### src/rtl/tick_beep_pkg.sv
package tick_beep_pkg;

    localparam int DEF_TB_PER0   = 4000;
    localparam int DEF_TB_PER1   = 8000;
    localparam int DEF_TB_PER2   = 20000;
    localparam int DEF_TB_PER3   = 40000;
    localparam int DEF_BEEP_HALF1 = 2000;
    localparam int DEF_BEEP_HALF2 = 4000;
    localparam int DEF_BEEP_HALF3 = 8000;
    localparam int DEF_CNT_W      = 16;

    localparam logic ADDR_CTRL = 1'b0;
    localparam logic ADDR_BEEP = 1'b1;

    typedef struct packed {
        logic       slow;
        logic [1:0] tb_sel;
        logic       ie;
    } ctrl_t;

    typedef enum logic [1:0] {
        BEEP_OFF  = 2'b00,
        BEEP_FAST = 2'b01,
        BEEP_MID  = 2'b10,
        BEEP_SLOW = 2'b11
    } beep_sel_e;

    function automatic logic [7:0] pack_ctrl(input ctrl_t c, input logic flag);
        return {3'b000, c.slow, c.tb_sel, c.ie, flag};
    endfunction

    function automatic logic [7:0] pack_beep(input beep_sel_e s);
        return {6'b000000, s};
    endfunction

    function automatic ctrl_t unpack_ctrl(input logic [7:0] d);
        ctrl_t c;
        c.slow   = d[4];
        c.tb_sel = d[3:2];
        c.ie     = d[1];
        return c;
    endfunction

endpackage

### src/rtl/tbu_regs.sv
module tbu_regs
    import tick_beep_pkg::*;
(
    input  logic       clk,
    input  logic       rst,
    input  logic       addr,
    input  logic       wr_en,
    input  logic       rd_en,
    input  logic [7:0] wdata,
    input  logic       tick,
    output logic [7:0] rdata,
    output ctrl_t      ctrl,
    output beep_sel_e  beep_sel,
    output logic       flag,
    output logic       tb_restart,
    output logic       beep_restart
);

    ctrl_t     ctrl_q;
    beep_sel_e beep_q;
    logic      flag_q;
    logic      wr_ctrl;
    logic      wr_beep;
    logic      rd_clr;
    ctrl_t     ctrl_new;
    logic      unused_wbits;

    assign unused_wbits = ^wdata[7:5];

    assign wr_ctrl  = wr_en && (addr == ADDR_CTRL);
    assign wr_beep  = wr_en && (addr == ADDR_BEEP);
    assign rd_clr   = rd_en && (addr == ADDR_CTRL);
    assign ctrl_new = unpack_ctrl(wdata);

    assign tb_restart   = wr_ctrl && (ctrl_new.tb_sel != ctrl_q.tb_sel);
    assign beep_restart = wr_beep && (wdata[1:0] != beep_q);

    always_ff @(posedge clk) begin
        if (rst) begin
            ctrl_q <= '0;
            beep_q <= BEEP_OFF;
        end else begin
            if (wr_ctrl) begin
                ctrl_q <= ctrl_new;
            end
            if (wr_beep) begin
                beep_q <= beep_sel_e'(wdata[1:0]);
            end
        end
    end

    // A timeout on the clearing edge wins so that no event is dropped.
    always_ff @(posedge clk) begin
        if (rst) begin
            flag_q <= 1'b0;
        end else begin
            flag_q <= tick || (flag_q && !rd_clr);
        end
    end

    always_comb begin
        if (addr == ADDR_CTRL) begin
            rdata = pack_ctrl(ctrl_q, flag_q);
        end else begin
            rdata = pack_beep(beep_q);
        end
    end

    assign ctrl     = ctrl_q;
    assign beep_sel = beep_q;
    assign flag     = flag_q;

endmodule

### src/rtl/tbu_timebase.sv
module tbu_timebase
    import tick_beep_pkg::*;
#(
    parameter int TB_PER0 = DEF_TB_PER0,
    parameter int TB_PER1 = DEF_TB_PER1,
    parameter int TB_PER2 = DEF_TB_PER2,
    parameter int TB_PER3 = DEF_TB_PER3,
    parameter int CNT_W   = DEF_CNT_W
) (
    input  logic       clk,
    input  logic       rst,
    input  logic [1:0] tb_sel,
    input  logic       restart,
    output logic       tick
);

    localparam logic [CNT_W-1:0] LAST0 = CNT_W'(TB_PER0 - 1);
    localparam logic [CNT_W-1:0] LAST1 = CNT_W'(TB_PER1 - 1);
    localparam logic [CNT_W-1:0] LAST2 = CNT_W'(TB_PER2 - 1);
    localparam logic [CNT_W-1:0] LAST3 = CNT_W'(TB_PER3 - 1);

    logic [CNT_W-1:0] cnt_q;
    logic [CNT_W-1:0] last;
    logic             at_end;

    always_comb begin
        case (tb_sel)
            2'b00:   last = LAST0;
            2'b01:   last = LAST1;
            2'b10:   last = LAST2;
            default: last = LAST3;
        endcase
    end

    assign at_end = (cnt_q >= last);
    assign tick   = at_end && !restart;

    always_ff @(posedge clk) begin
        if (rst || restart || at_end) begin
            cnt_q <= '0;
        end else begin
            cnt_q <= cnt_q + 1'b1;
        end
    end

endmodule

### src/rtl/tbu_beep.sv
module tbu_beep
    import tick_beep_pkg::*;
#(
    parameter int BEEP_HALF1 = DEF_BEEP_HALF1,
    parameter int BEEP_HALF2 = DEF_BEEP_HALF2,
    parameter int BEEP_HALF3 = DEF_BEEP_HALF3,
    parameter int CNT_W      = DEF_CNT_W
) (
    input  logic      clk,
    input  logic      rst,
    input  beep_sel_e sel,
    input  logic      restart,
    output logic      beep_out
);

    localparam logic [CNT_W-1:0] HLAST1 = CNT_W'(BEEP_HALF1 - 1);
    localparam logic [CNT_W-1:0] HLAST2 = CNT_W'(BEEP_HALF2 - 1);
    localparam logic [CNT_W-1:0] HLAST3 = CNT_W'(BEEP_HALF3 - 1);

    logic [CNT_W-1:0] cnt_q;
    logic [CNT_W-1:0] hlast;
    logic             tog_q;
    logic             running;
    logic             half_done;

    always_comb begin
        case (sel)
            BEEP_FAST: hlast = HLAST1;
            BEEP_MID:  hlast = HLAST2;
            BEEP_SLOW: hlast = HLAST3;
            default:   hlast = '0;
        endcase
    end

    assign running   = (sel != BEEP_OFF);
    assign half_done = (cnt_q >= hlast);

    always_ff @(posedge clk) begin
        if (rst || restart || !running) begin
            cnt_q <= '0;
            tog_q <= 1'b0;
        end else if (half_done) begin
            cnt_q <= '0;
            tog_q <= !tog_q;
        end else begin
            cnt_q <= cnt_q + 1'b1;
        end
    end

    assign beep_out = tog_q && running;

endmodule

### src/rtl/tick_beep_unit.sv
module tick_beep_unit
    import tick_beep_pkg::*;
#(
    parameter int TB_PER0    = DEF_TB_PER0,
    parameter int TB_PER1    = DEF_TB_PER1,
    parameter int TB_PER2    = DEF_TB_PER2,
    parameter int TB_PER3    = DEF_TB_PER3,
    parameter int BEEP_HALF1 = DEF_BEEP_HALF1,
    parameter int BEEP_HALF2 = DEF_BEEP_HALF2,
    parameter int BEEP_HALF3 = DEF_BEEP_HALF3,
    parameter int CNT_W      = DEF_CNT_W
) (
    input  logic       clk,
    input  logic       rst,
    input  logic       addr,
    input  logic       wr_en,
    input  logic       rd_en,
    input  logic [7:0] wdata,
    output logic [7:0] rdata,
    output logic       irq,
    output logic       beep_out
);

    ctrl_t     ctrl;
    beep_sel_e beep_sel;
    logic      flag;
    logic      tick;
    logic      tb_restart;
    logic      beep_restart;

    tbu_regs u_regs (
        .clk          (clk),
        .rst          (rst),
        .addr         (addr),
        .wr_en        (wr_en),
        .rd_en        (rd_en),
        .wdata        (wdata),
        .tick         (tick),
        .rdata        (rdata),
        .ctrl         (ctrl),
        .beep_sel     (beep_sel),
        .flag         (flag),
        .tb_restart   (tb_restart),
        .beep_restart (beep_restart)
    );

    tbu_timebase #(
        .TB_PER0 (TB_PER0),
        .TB_PER1 (TB_PER1),
        .TB_PER2 (TB_PER2),
        .TB_PER3 (TB_PER3),
        .CNT_W   (CNT_W)
    ) u_tb (
        .clk     (clk),
        .rst     (rst),
        .tb_sel  (ctrl.tb_sel),
        .restart (tb_restart),
        .tick    (tick)
    );

    tbu_beep #(
        .BEEP_HALF1 (BEEP_HALF1),
        .BEEP_HALF2 (BEEP_HALF2),
        .BEEP_HALF3 (BEEP_HALF3),
        .CNT_W      (CNT_W)
    ) u_beep (
        .clk      (clk),
        .rst      (rst),
        .sel      (beep_sel),
        .restart  (beep_restart),
        .beep_out (beep_out)
    );

    assign irq = flag && ctrl.ie;

endmodule

### config.mk
export PLATFORM = sky130hd
export DESIGN_NAME = tick_beep_unit
export DESIGN_NICKNAME = d
export VERILOG_FILES = /design/src/rtl/tick_beep_pkg.sv /design/src/rtl/tbu_regs.sv /design/src/rtl/tbu_timebase.sv /design/src/rtl/tbu_beep.sv /design/src/rtl/tick_beep_unit.sv
export SDC_FILE = /design/constraint.sdc
export NUM_CORES = 1
export LEC_CHECK = 0
export ABC_AREA = 1
export BUFFER_PORTS_ARGS = -buffer_cell sky130_fd_sc_hd__buf_2
export CAP_MARGIN = 20
export CELL_PAD_IN_SITES_DETAIL_PLACEMENT = 0
export CELL_PAD_IN_SITES_GLOBAL_PLACEMENT = 1
export CORE_MARGIN = 3
export CORE_UTILIZATION = 45
export CTS_BUF_LIST = sky130_fd_sc_hd__clkbuf_8
export DETAILED_ROUTE_END_ITERATION = 6
export PLACE_DENSITY_LB_ADDON = 0.15
export SLEW_MARGIN = 20
export SYNTH_ARGS = -nofsm -noshare
export SYNTH_HDL_FRONTEND = slang
export SYNTH_SLANG_ARGS = --single-unit
### constraint.sdc
create_clock -name clk -period 3.1 [get_ports clk]
set_clock_uncertainty 0.2 [all_clocks]
set_input_delay 0.155 -clock clk [delete_from_list [all_inputs] [get_ports clk]]
set_output_delay 0.155 -clock clk [all_outputs]
set_load 0.01 [all_outputs]
==> metrics.md, run 1 <==
| Metric | Value |
|---|---|
| Async S/R FF share, synth | `0` |
| Crit path max fanout | `14` |
| Total design power | `0.965 mW` |
| Residual DRC | `0` |
| First drt pass iteration count | `4` |
| Via count | `1,905` |
| RSZ-0062 raised after global routing | `no` |
| # rows | `25` |
| Clock Tree Buf Depth | `2` |
| DIE AREA | `0.00616 mm2` |
| Fin Setup TNS | `0 ns` |
| Initial antenna violation count | `0` |
| Total gr overflow | `0` |
| Per-cell routed wire length | `10.4 um` |
| Antenna cell count | `0` |
| Flops & latches, synth | `40` |
| Initial DRC count | `70` |
| Synthesized area per cell | `7.62 um2` |
| Root buffer cell | `clkbuf_8` |
| Post-synth cell types | `30` |
| Fmax | `432 MHz` |
| Worst R2R Setup Slack | `0.79 ns` |
| Hold WC Path Type | `input pin to register` |
| Hold_buf cts | `12` |
| # clock sinks | `40` |
| First-pass GRT wire length | `7690 um` |
| Vias in the first global route | `1,840` |
| CP startpoint kind | `register` |
| Most common cell after layout, fill and taps aside | `nand2_1` |
| Final Hold Viols | `0` |
| DRT antenna net count | `0` |
| Ys Warns | `0` |
| Comb power frac | `0.129` |
| Switching Share | `0.247` |
| Cell area power density | `357 mW/mm2` |
| Peak VDD IR | `0.225 mV` |
| Max Transition Viols Final | `0` |
| Port Buf Inserts | `16` |
| CTS tree | `yes` |
| CP required | `3.12 ns` |
| Max-capacitance violation count | `0` |
| Largest net degree at the start of global routing | `17` |
| Setup bufs post-CTS | `0` |
| Die Ht | `78.5 um` |
| Endpoints failing setup | `0` |
| GRT Total Usage | `0.152` |
| CTS resizes | `0` |
| EDFF count, synth | `0` |
| Skew-Pair Late Insertion Delay | `0.28 ns` |
| Synthesized cell area | `0.00236 mm2` |
| P_int | `0.727 mW` |
| Hold Slack | `0.0869 ns` |
| Status | `completed` |
| Hpwl dp | `3250 um` |
| Worst path arrival time | `2.33 ns` |
| IO Pins | `23` |
| Prevailing post-synth register cell | `dfxtp_1` |
| H-tree Lvls | `2` |
| Clock share of power | `0.320` |
| CP endpoint kind | `register` |
| Commonest cells after routing, fill and taps aside | `nand2_1 (58), nor2_1 (52), dfxtp_1 (40)` |
| Synth Instances | `310` |
| DIE WIDTH | `78.5 um` |
| Final worst-path cycle share | `0.747` |
| Area growth syn-to-layout | `14.2%` |
| Drt total wl | `4250 um` |
| Seq/Total Area, Yosys | `0.339` |
| Initial cell density of the core | `0.481` |
| Clock period minus worst slack | `2.31 ns` |
| GPL Wtd Cong | `0.721` |
| Leakage | `1.20 nW` |
| Vias/cell | `4.65` |
| Num CTS Buffers | `5` |
| Worst-path clk slew | `0.07 ns` |
| Layout cells sized above 1 | `0.114` |
| CP Class | `register to register` |
| Switch Pwr | `0.238 mW` |
| Flop pwr share | `0.552` |
| Core Area | `0.00491 mm2` |
| Fin nets | `382` |
-- worst max-delay path, cell delays in order (launching register included) --
cell	delay, ns
dfxtp_1	0.40
inv_1	0.12
ha_1	0.21
nor2_1	0.19
ha_1	0.29
a21oi_1	0.14
nand2_1	0.06
a21oi_1	0.21
nand4_1	0.13
buf_4	0.20
nor2_1	0.10
-- synth_stat cells (all sizes together) (6+ instances only) --
cell type / number / share of area
nor3: 9 / 0.028
nand3: 13 / 0.037
a21oi: 15 / 0.035
ha: 26 / 0.14
nand4: 9 / 0.024
xor2: 9 / 0.033
nor2: 55 / 0.093
buf: 6 / 0.019
dfxtp: 40 / 0.34
inv: 37 / 0.059
nand2: 61 / 0.10
xnor2: 15 / 0.056
-- cell families (layout without fill, tap and decap cells) --
family / Yosys count / in the layout / share of synthesized area
simple gates: 149 / 149 / 0.289
fa+ha+maj: 26 / 26 / 0.138
buf+inv: 44 / 73 / 0.0789
xor+xnor: 24 / 24 / 0.0890
compound gates: 26 / 26 / 0.0646
flops: 40 / 40 / 0.339
other cells: 1 / 5 / 0.00159
-- layout make-up --
class / count / area [um2]
Tap cell: 67 / 83.8
Timing Repair Buffer: 29 / 208
Inverter: 37 / 139
Sequential cell: 40 / 801
Fill cell: 509 / 2210
Multi-Input combinational cell: 230 / 1390
Clock inverter: 2 / 8.76
Clock buffer: 5 / 68.8
-- layer usage --
metal,up-vias,share of wire,track usage
met5,-,0,0
met4,0,0.013,0.0472
met3,5,0.021,0.0275
met2,13,0.48,0.271
met1,840,0.49,0.184
li1,1047,-,-
-- sequential cells by signal (all words and copies together) (netlist names) --
| register | flops |
|---|---|
| u_regs.beep_sel | 2 |
| u_beep.cnt_q | 16 |
| u_regs.flag | 1 |
| u_beep.tog_q | 1 |
| u_tb.cnt_q | 16 |
| u_regs.ctrl | 4 |
-- worst paths after layout --
| check | start | to | cells after the start |
|---|---|---|---|
| worst max-delay path | u_regs.beep_sel[0] | u_beep.cnt_q[12] | 10 |
| worst min-delay path | wr_en | u_regs.beep_sel[1] | 3 |
| worst max register to register | u_regs.beep_sel[0] | u_beep.cnt_q[12] | 10 |
| worst min register to register | u_tb.cnt_q[0] | u_tb.cnt_q[0] | 1 |
-- power by group through the flow --
stage	Sequential [mW]	Clock, mW	Combinational [mW]
4_1_cts	0.532	0.328	0.126
3_3_place_gp	0.544	0	0.112
2_1_floorplan	0.542	0	0.0879
5_1_grt	0.533	0.348	0.147
3_5_place_dp	0.544	0	0.112
6_report	0.532	0.308	0.124
-- per-stage QoR --
step           instance area (um2)   util  worst slack [ns]  instances
4_1_cts                       2700  0.550             0.734        410
5_1_grt                       2700  0.550             0.516        410
2_1_floorplan                 2380      -             0.957        314
3_5_place_dp                  2500  0.509             0.759        391
6_report                      2700  0.550             0.786        410
3_3_place_gp                  2500  0.509             0.738        391
(Power assumes the default switching activity.)
==> run 2: changes to the inputs <==
- ABC_AREA: 1 -> 0
- CORE_UTILIZATION: 45 -> 42
- clock period: 3.1 -> 2.1 ns (I/O delays scaled with it)
==> metrics.md, run 2 <==
| Metric | Value |
|---|---|
| Status | `finished with violations` |
| Failing checks | `negative setup slack` |
| Per-cell routed wire length | `12.9 um (+25%)` |
| CP endpoint kind | `register` |
| Post-synth cell types | `40 (+33%)` |
| Initial antenna violation count | `0 (unchanged)` |
| Port Buf Inserts | `16 (unchanged)` |
| CP startpoint kind | `register` |
| Hold WC Path Type | `input pin to register` |
| Residual DRC | `0 (unchanged)` |
| Async S/R FF share, synth | `0 (unchanged)` |
| Endpoints failing setup | `14 (+14)` |
| Met3 WL post-DR | `113 um (+26%)` |
| Met2 routed WL | `2310 um (+13%)` |
| Cell area power density | `516 mW/mm2 (+44%)` |
| Final instance area | `0.00315 mm2 (+17%)` |
| Largest area contributor in the netlist | `dfxtp_1` |
| Cell Count, Final, Fillers Out | `378 (-7.8%)` |
| Num CTS Buffers | `5 (unchanged)` |
| Final worst-path setup slack | `-0.0689 ns (-0.854 ns)` |
| Hpwl dp | `3100 um (-4.6%)` |
| Post-DP Area | `0.00259 mm2 (+3.7%)` |
| RSZ-0062 raised after global routing | `yes` |
| Layout cells sized above 1 | `0.367 (+0.253)` |
| Max Transition Viols Final | `0 (unchanged)` |
| Clock Tree Buf Depth | `2 (unchanged)` |
| DRT antenna net count | `0 (unchanged)` |
| Leakage | `1.21 nW (+1.0%)` |
| # clock sinks | `40 (unchanged)` |
| First-pass GRT wire length | `8130 um (+5.8%)` |
| Slew of the pin with the lowest slew margin | `0.896 ns` |
| DIE AREA | `0.00644 mm2 (+4.6%)` |
| Core Area | `0.00520 mm2 (+6.0%)` |
| Clock period minus worst slack | `2.17 ns (-0.146 ns)` |
| Peak VDD IR | `0.378 mV (+68%)` |
| Most common cell after layout, fill and taps aside | `dfxtp_1` |
| CP required | `2.10 ns (-1.02 ns)` |
| Worst path arrival time | `2.17 ns (-0.16 ns)` |
| Max-Slew Margin vs Limit | `0.403` |
| Place WS | `-0.0598 ns (-0.818 ns)` |
| CP Class | `register to register` |
| Top Layer Used | `met4` |
| Prevailing post-synth register cell | `dfxtp_1` |
| Seq/Total Area, Yosys | `0.346 (+0.00678)` |
| GPL Wtd Cong | `0.705 (-2.3%)` |
| Area growth syn-to-layout | `35.9%` |
| Synth Instances | `256 (-17%)` |
| Final Hold Viols | `0 (unchanged)` |
| IO Pins | `23 (unchanged)` |
| Die Ht | `80.3 um (+2.3%)` |
| DIE WIDTH | `80.3 um (+2.3%)` |
| Initial cell density of the core | `0.445 (-0.0361)` |
| Post-synth top cells | `dfxtp_1 (40), nor2_1 (28), ha_1 (26)` |
| Commonest cells after routing, fill and taps aside | `dfxtp_1 (36), buf_4 (20), nor2_1 (19)` |
| Drt total wl | `4880 um (+15%)` |
| Max-capacitance violation count | `0 (unchanged)` |
| Total gr overflow | `0 (unchanged)` |
| Synthesized area per cell | `9.05 um2 (+19%)` |
| Largest net degree at the start of global routing | `17 (unchanged)` |
| Placed insts | `352 (-10%)` |
| Synthesized cell area | `0.00232 mm2 (-2.0%)` |
| Root buffer cell | `clkbuf_8` |
| Switching Share | `0.242 (-0.00444)` |
| Total design power | `1.62 mW (+68%)` |
| P_int | `1.23 mW (+69%)` |
| Ys Warns | `0 (unchanged)` |
| Initial DRC count | `48 (-31%)` |
| Crit path max fanout | `7 (-7)` |
| Fmax | `461 MHz (+6.7%)` |
| Final core utilization | `0.605 (+0.0553)` |
| First drt pass iteration count | `4 (unchanged)` |
| Fin Setup TNS | `-0.847 ns (-0.847 ns)` |
| Switch Pwr | `0.393 mW (+65%)` |
| Clock share of power | `0.387 (+0.067)` |
| Most frequent cell after synthesis | `dfxtp_1` |
| Post-synth top area share | `0.346 (+0.00678)` |
| Skew-Pair Late Insertion Delay | `0.30 ns (+0.02 ns)` |
| CTS tree | `yes` |
| Fin nets | `346 (-9.4%)` |
| Antenna cell count | `0 (unchanged)` |
| EDFF count, synth | `0 (unchanged)` |
| Comb power frac | `0.132 (+0.003)` |
| Vias in the first global route | `1,825 (-0.82%)` |
| Vias/cell | `4.94 (+6.3%)` |
| Flops & latches, synth | `40 (unchanged)` |
| Final worst-path cycle share | `1.03 (+0.286)` |
| Synth area leaders | `dfxtp_1 (35%), ha_1 (14%), xor2_1 (5.7%)` |
| DRT met1 WL | `2360 um (+14%)` |
| Hold Slack | `0.132 ns (+0.0450 ns)` |
| H-tree Lvls | `2 (unchanged)` |
| Flop pwr share | `0.481 (-0.071)` |
| GRT Total Usage | `0.162 (+0.0103)` |
| # rows | `26 (+4.0%)` |
| Worst-path clk slew | `0.08 ns (about the same)` |
| Via count | `1,867 (-2.0%)` |
-- run 2: cell types whose count changed after synthesis, sizes merged, moves of 3 or more --
cell	before	now
clkbuf	1	4
and3	0	6
nand4	9	6
xor2	9	15
nand2	61	18
nor2	55	28
mux2i	0	4
inv	37	13
a211oi	5	2
nor2b	0	5
nor3	9	19
a21oi	15	8
-- run 2: timing repair --
item / in CTS / in global routing
setup endpoints to repair: 29 / 32
hold buffers: 13 / 0
pin swaps: 6 / 22
endpoints found under the hold margin: 7 / 0
gates resized for setup: 23 / 39
setup buffers: 0 / 3
cloned: 2 / 0
-- run 2: layer usage --
layer  up-vias  track usage
li1        977            -
met1       869        0.206
met2        12        0.260
met3         9       0.0437
met4         0       0.0642
met5         -            0
-- run 2: power by group through the flow --
stage	logic [mW]	clock network [mW]	registers (mW)
after floorplan	0.105	0	0.798
after global placement	0.149	0	0.798
after detailed placement	0.150	0	0.798
after CTS	0.181	0.654	0.782
after global routing	0.236	0.680	0.782
final	0.214	0.628	0.780
-- run 2: final timing paths --
kind                            from          endpoint  slack (ns)  cells after the start
hold reg to reg         u_beep.tog_q      u_beep.tog_q        0.27                      2
setup reg to reg  u_regs.beep_sel[1]  u_beep.cnt_q[13]       -0.07                     10
setup / recovery  u_regs.beep_sel[1]  u_beep.cnt_q[13]       -0.07                     10
hold / removal                 rd_en       u_regs.flag        0.13                      4
-- run 2: cell families (layout without fill, tap and decap cells) --
family | after synthesis | in the layout | share of synthesized area
flops | 40 | 40 | 0.346
xor+xnor | 29 | 29 | 0.110
fa+ha+maj | 26 | 26 | 0.140
compound gates | 28 | 29 | 0.0913
mux | 6 | 6 | 0.0270
buf+inv | 23 | 70 | 0.0459
simple gates | 103 | 103 | 0.238
other cells | 1 | 5 | 0.00162
-- run 2: worst max-delay path, stage by stage, from the launching register on --
cell and delay [ns]:
dfxtp_4 0.41, inv_4 0.05, ha_4 0.25, inv_2 0.04
ha_4 0.27, nand2_4 0.06, nor3_4 0.12, a21oi_2 0.09
o211ai_1 0.29, buf_4 0.24, nor2_1 0.06
-- run 2: final cells by class --
type	count	area, um2
clock buffer	5	68.8
clock inverter	3	42.5
fill	464	2060
inverter	13	53.8
multi-input combinational	198	1720
sequential	40	813
tap	70	87.6
timing repair buffer	49	360
==> run 3: changes to the inputs <==
- CORE_UTILIZATION: 42 -> 41
- CTS_BUF_LIST: sky130_fd_sc_hd__clkbuf_8 -> sky130_fd_sc_hd__clkbuf_4 sky130_fd_sc_hd__clkbuf_8 sky130_fd_sc_hd__clkbuf_16
- GPL_TIMING_DRIVEN: unset -> 0
==> metrics.md, run 3 (synthesized netlist as in run 2, its figures left out) <==
| Metric | Value |
|---|---|
| Crit path max fanout | `5 (-2)` |
| Initial DRC count | `52 (+8.3%)` |
| Total gr overflow | `0 (unchanged)` |
| Endpoints failing setup | `15 (+1)` |
| Final worst-path cycle share | `1.04 (+0.00337)` |
| Hpwl dp | `3180 um (+2.5%)` |
| Hold Slack | `0.0706 ns (-0.0613 ns)` |
| Core Area | `0.00527 mm2 (+1.2%)` |
| GPL Wtd Cong | `0.705 (about the same)` |
| Max-Slew Margin vs Limit | `0.655 (+0.252)` |
| CP required | `2.09 ns (about the same)` |
| Cell area power density | `488 mW/mm2 (-5.3%)` |
| DIE WIDTH | `81.2 um (+1.1%)` |
| First-pass GRT wire length | `7950 um (-2.2%)` |
| Vias in the first global route | `1,716 (-6.0%)` |
| Drt total wl | `4840 um (-0.78%)` |
| Leakage | `1.20 nW (-0.86%)` |
| Worst path arrival time | `2.17 ns (about the same)` |
| Vias/cell | `4.92 (-0.44%)` |
| Die Ht | `81.2 um (+1.1%)` |
| Max-capacitance violation count | `0 (unchanged)` |
| Fin Setup TNS | `-0.920 ns (-0.0730 ns)` |
| GRT Total Usage | `0.157 (-0.00564)` |
| Fill cells | `474 (+2.2%)` |
| Status | `finished with violations` |
| Clock period minus worst slack | `2.18 ns (+0.00707 ns)` |
| Skew-Pair Late Insertion Delay | `0.29 ns (about the same)` |
| Initial cell density of the core | `0.439 (-0.00549)` |
| Failing checks | `negative setup slack` |
| Clock Tree Buf Depth | `2 (unchanged)` |
| Fmax | `460 MHz (-0.32%)` |
| RSZ-0062 raised after global routing | `yes` |
| Per-cell routed wire length | `12.9 um (-0.25%)` |
| DRT antenna net count | `0 (unchanged)` |
| Worst-path clk slew | `0.08 ns (about the same)` |
| CP startpoint kind | `register` |
| Initial antenna violation count | `0 (unchanged)` |
| CP Class | `register to register` |
| Root buffer cell | `clkbuf_8` |
| Commonest cells after routing, fill and taps aside | `dfxtp_1 (33), nor2_1 (23), nand2_1 (17)` |
| Num CTS Buffers | `5 (unchanged)` |
| # clock sinks | `40 (unchanged)` |
| Fin nets | `344 (-0.58%)` |
| Area growth syn-to-layout | `34.6%` |
| Largest net degree at the start of global routing | `13 (-4)` |
| Register area | `822 um2 (+1.1%)` |
| Peak VDD IR | `0.351 mV (-7.3%)` |
| Final Hold Viols | `0 (unchanged)` |
| Most common cell after layout, fill and taps aside | `dfxtp_1` |
| Via count | `1,849 (-0.96%)` |
| Antenna cell count | `0 (unchanged)` |
| Slew of the pin with the lowest slew margin | `0.514 ns (-0.383 ns)` |
| IO Pins | `23 (unchanged)` |
| # rows | `26 (unchanged)` |
| First drt pass iteration count | `4 (unchanged)` |
| H-tree Lvls | `2 (unchanged)` |
| Hold WC Path Type | `input pin to register` |
| CTS tree | `yes` |
| Residual DRC | `0 (unchanged)` |
| CP endpoint kind | `register` |
| Port Buf Inserts | `14 (-2)` |
| Area of the multi-input gates | `0.00168 mm2 (-2.7%)` |
| Layout cells sized above 1 | `0.324 (-0.0434)` |
| Final worst-path setup slack | `-0.0760 ns (-0.00707 ns)` |
| Max Transition Viols Final | `0 (unchanged)` |
| DIE AREA | `0.00659 mm2 (+2.3%)` |
## run 3: changes by cell type in the layout (fill, tap and decap cells not counted), sizes merged
cell         delta
buf             -5
clkbuf          +6
a41o            -1
clkinvlp        -1
bufinv          -1
dlygate4sd3     -1
clkinv          +1
## run 3: final timing paths
| path | slack, ns | start | depth (start not counted) | to |
|---|---|---|---|---|
| setup reg to reg | -0.08 | u_regs.beep_sel[0] | 10 | u_beep.cnt_q[4] |
| hold reg to reg | 0.24 | u_tb.cnt_q[0] | 1 | u_tb.cnt_q[0] |
| hold / removal | 0.07 | rd_en | 4 | u_regs.flag |
| setup / recovery | -0.08 | u_regs.beep_sel[0] | 10 | u_beep.cnt_q[4] |
## run 3: critical path, cell delays in order, from the launching register on
cell      delay (ns)
dfxtp_4         0.40
inv_4           0.05
ha_4            0.26
inv_2           0.04
ha_4            0.27
nand2_4         0.06
nor3_4          0.11
a21oi_2         0.09
o211ai_1        0.33
clkbuf_8        0.23
nor2_1          0.04
## run 3: routing by layer
metal | part of all wire | track usage | up-vias
met5 | 0 | 0 | -
met4 | 0.012 | 0.0557 | 0
met3 | 0.044 | 0.0410 | 6
met2 | 0.45 | 0.239 | 31
met1 | 0.50 | 0.213 | 844
li1 | - | - | 968
## run 3: area by class of cell
class / instances / area share
inverter: 13 / 0.0189
buffer: 10 / 0.0233
multi-input combinational: 197 / 0.538
clock buffer: 6 / 0.0265
sequential: 40 / 0.264
tap: 70 / 0.0281
timing repair buffer: 38 / 0.0988
clock inverter: 2 / 0.00321
## run 3: stage by stage
stage,power (mW),utilization,std cells,cell area [um2],setup WS [ns]
floorplan,0.903,-,260,2370,0.00288
global placement,0.939,0.479,344,2520,-0.317
detailed placement,0.941,0.479,344,2520,-0.383
CTS,1.53,0.565,374,2980,-0.0661
global route,1.61,0.591,376,3120,-0.196
finish,1.52,0.591,376,3120,-0.0760
## run 3: timing repair
item                                    4_1_cts  5_1_grt
gates cloned                                  2        0
pin swaps                                    11       22
resized for setup                            36       26
buffers inserted                              7        3
endpoints found under the setup margin       28       31
hold buffers                                 13        0
endpoints found under the hold margin         7        0
## run 3: power breakdown
part,leakage [nW],switching [mW],internal [mW]
Clock,0.0510,0.270,0.262
Combinational,0.821,0.103,0.102
Sequential,0.329,0.0155,0.769
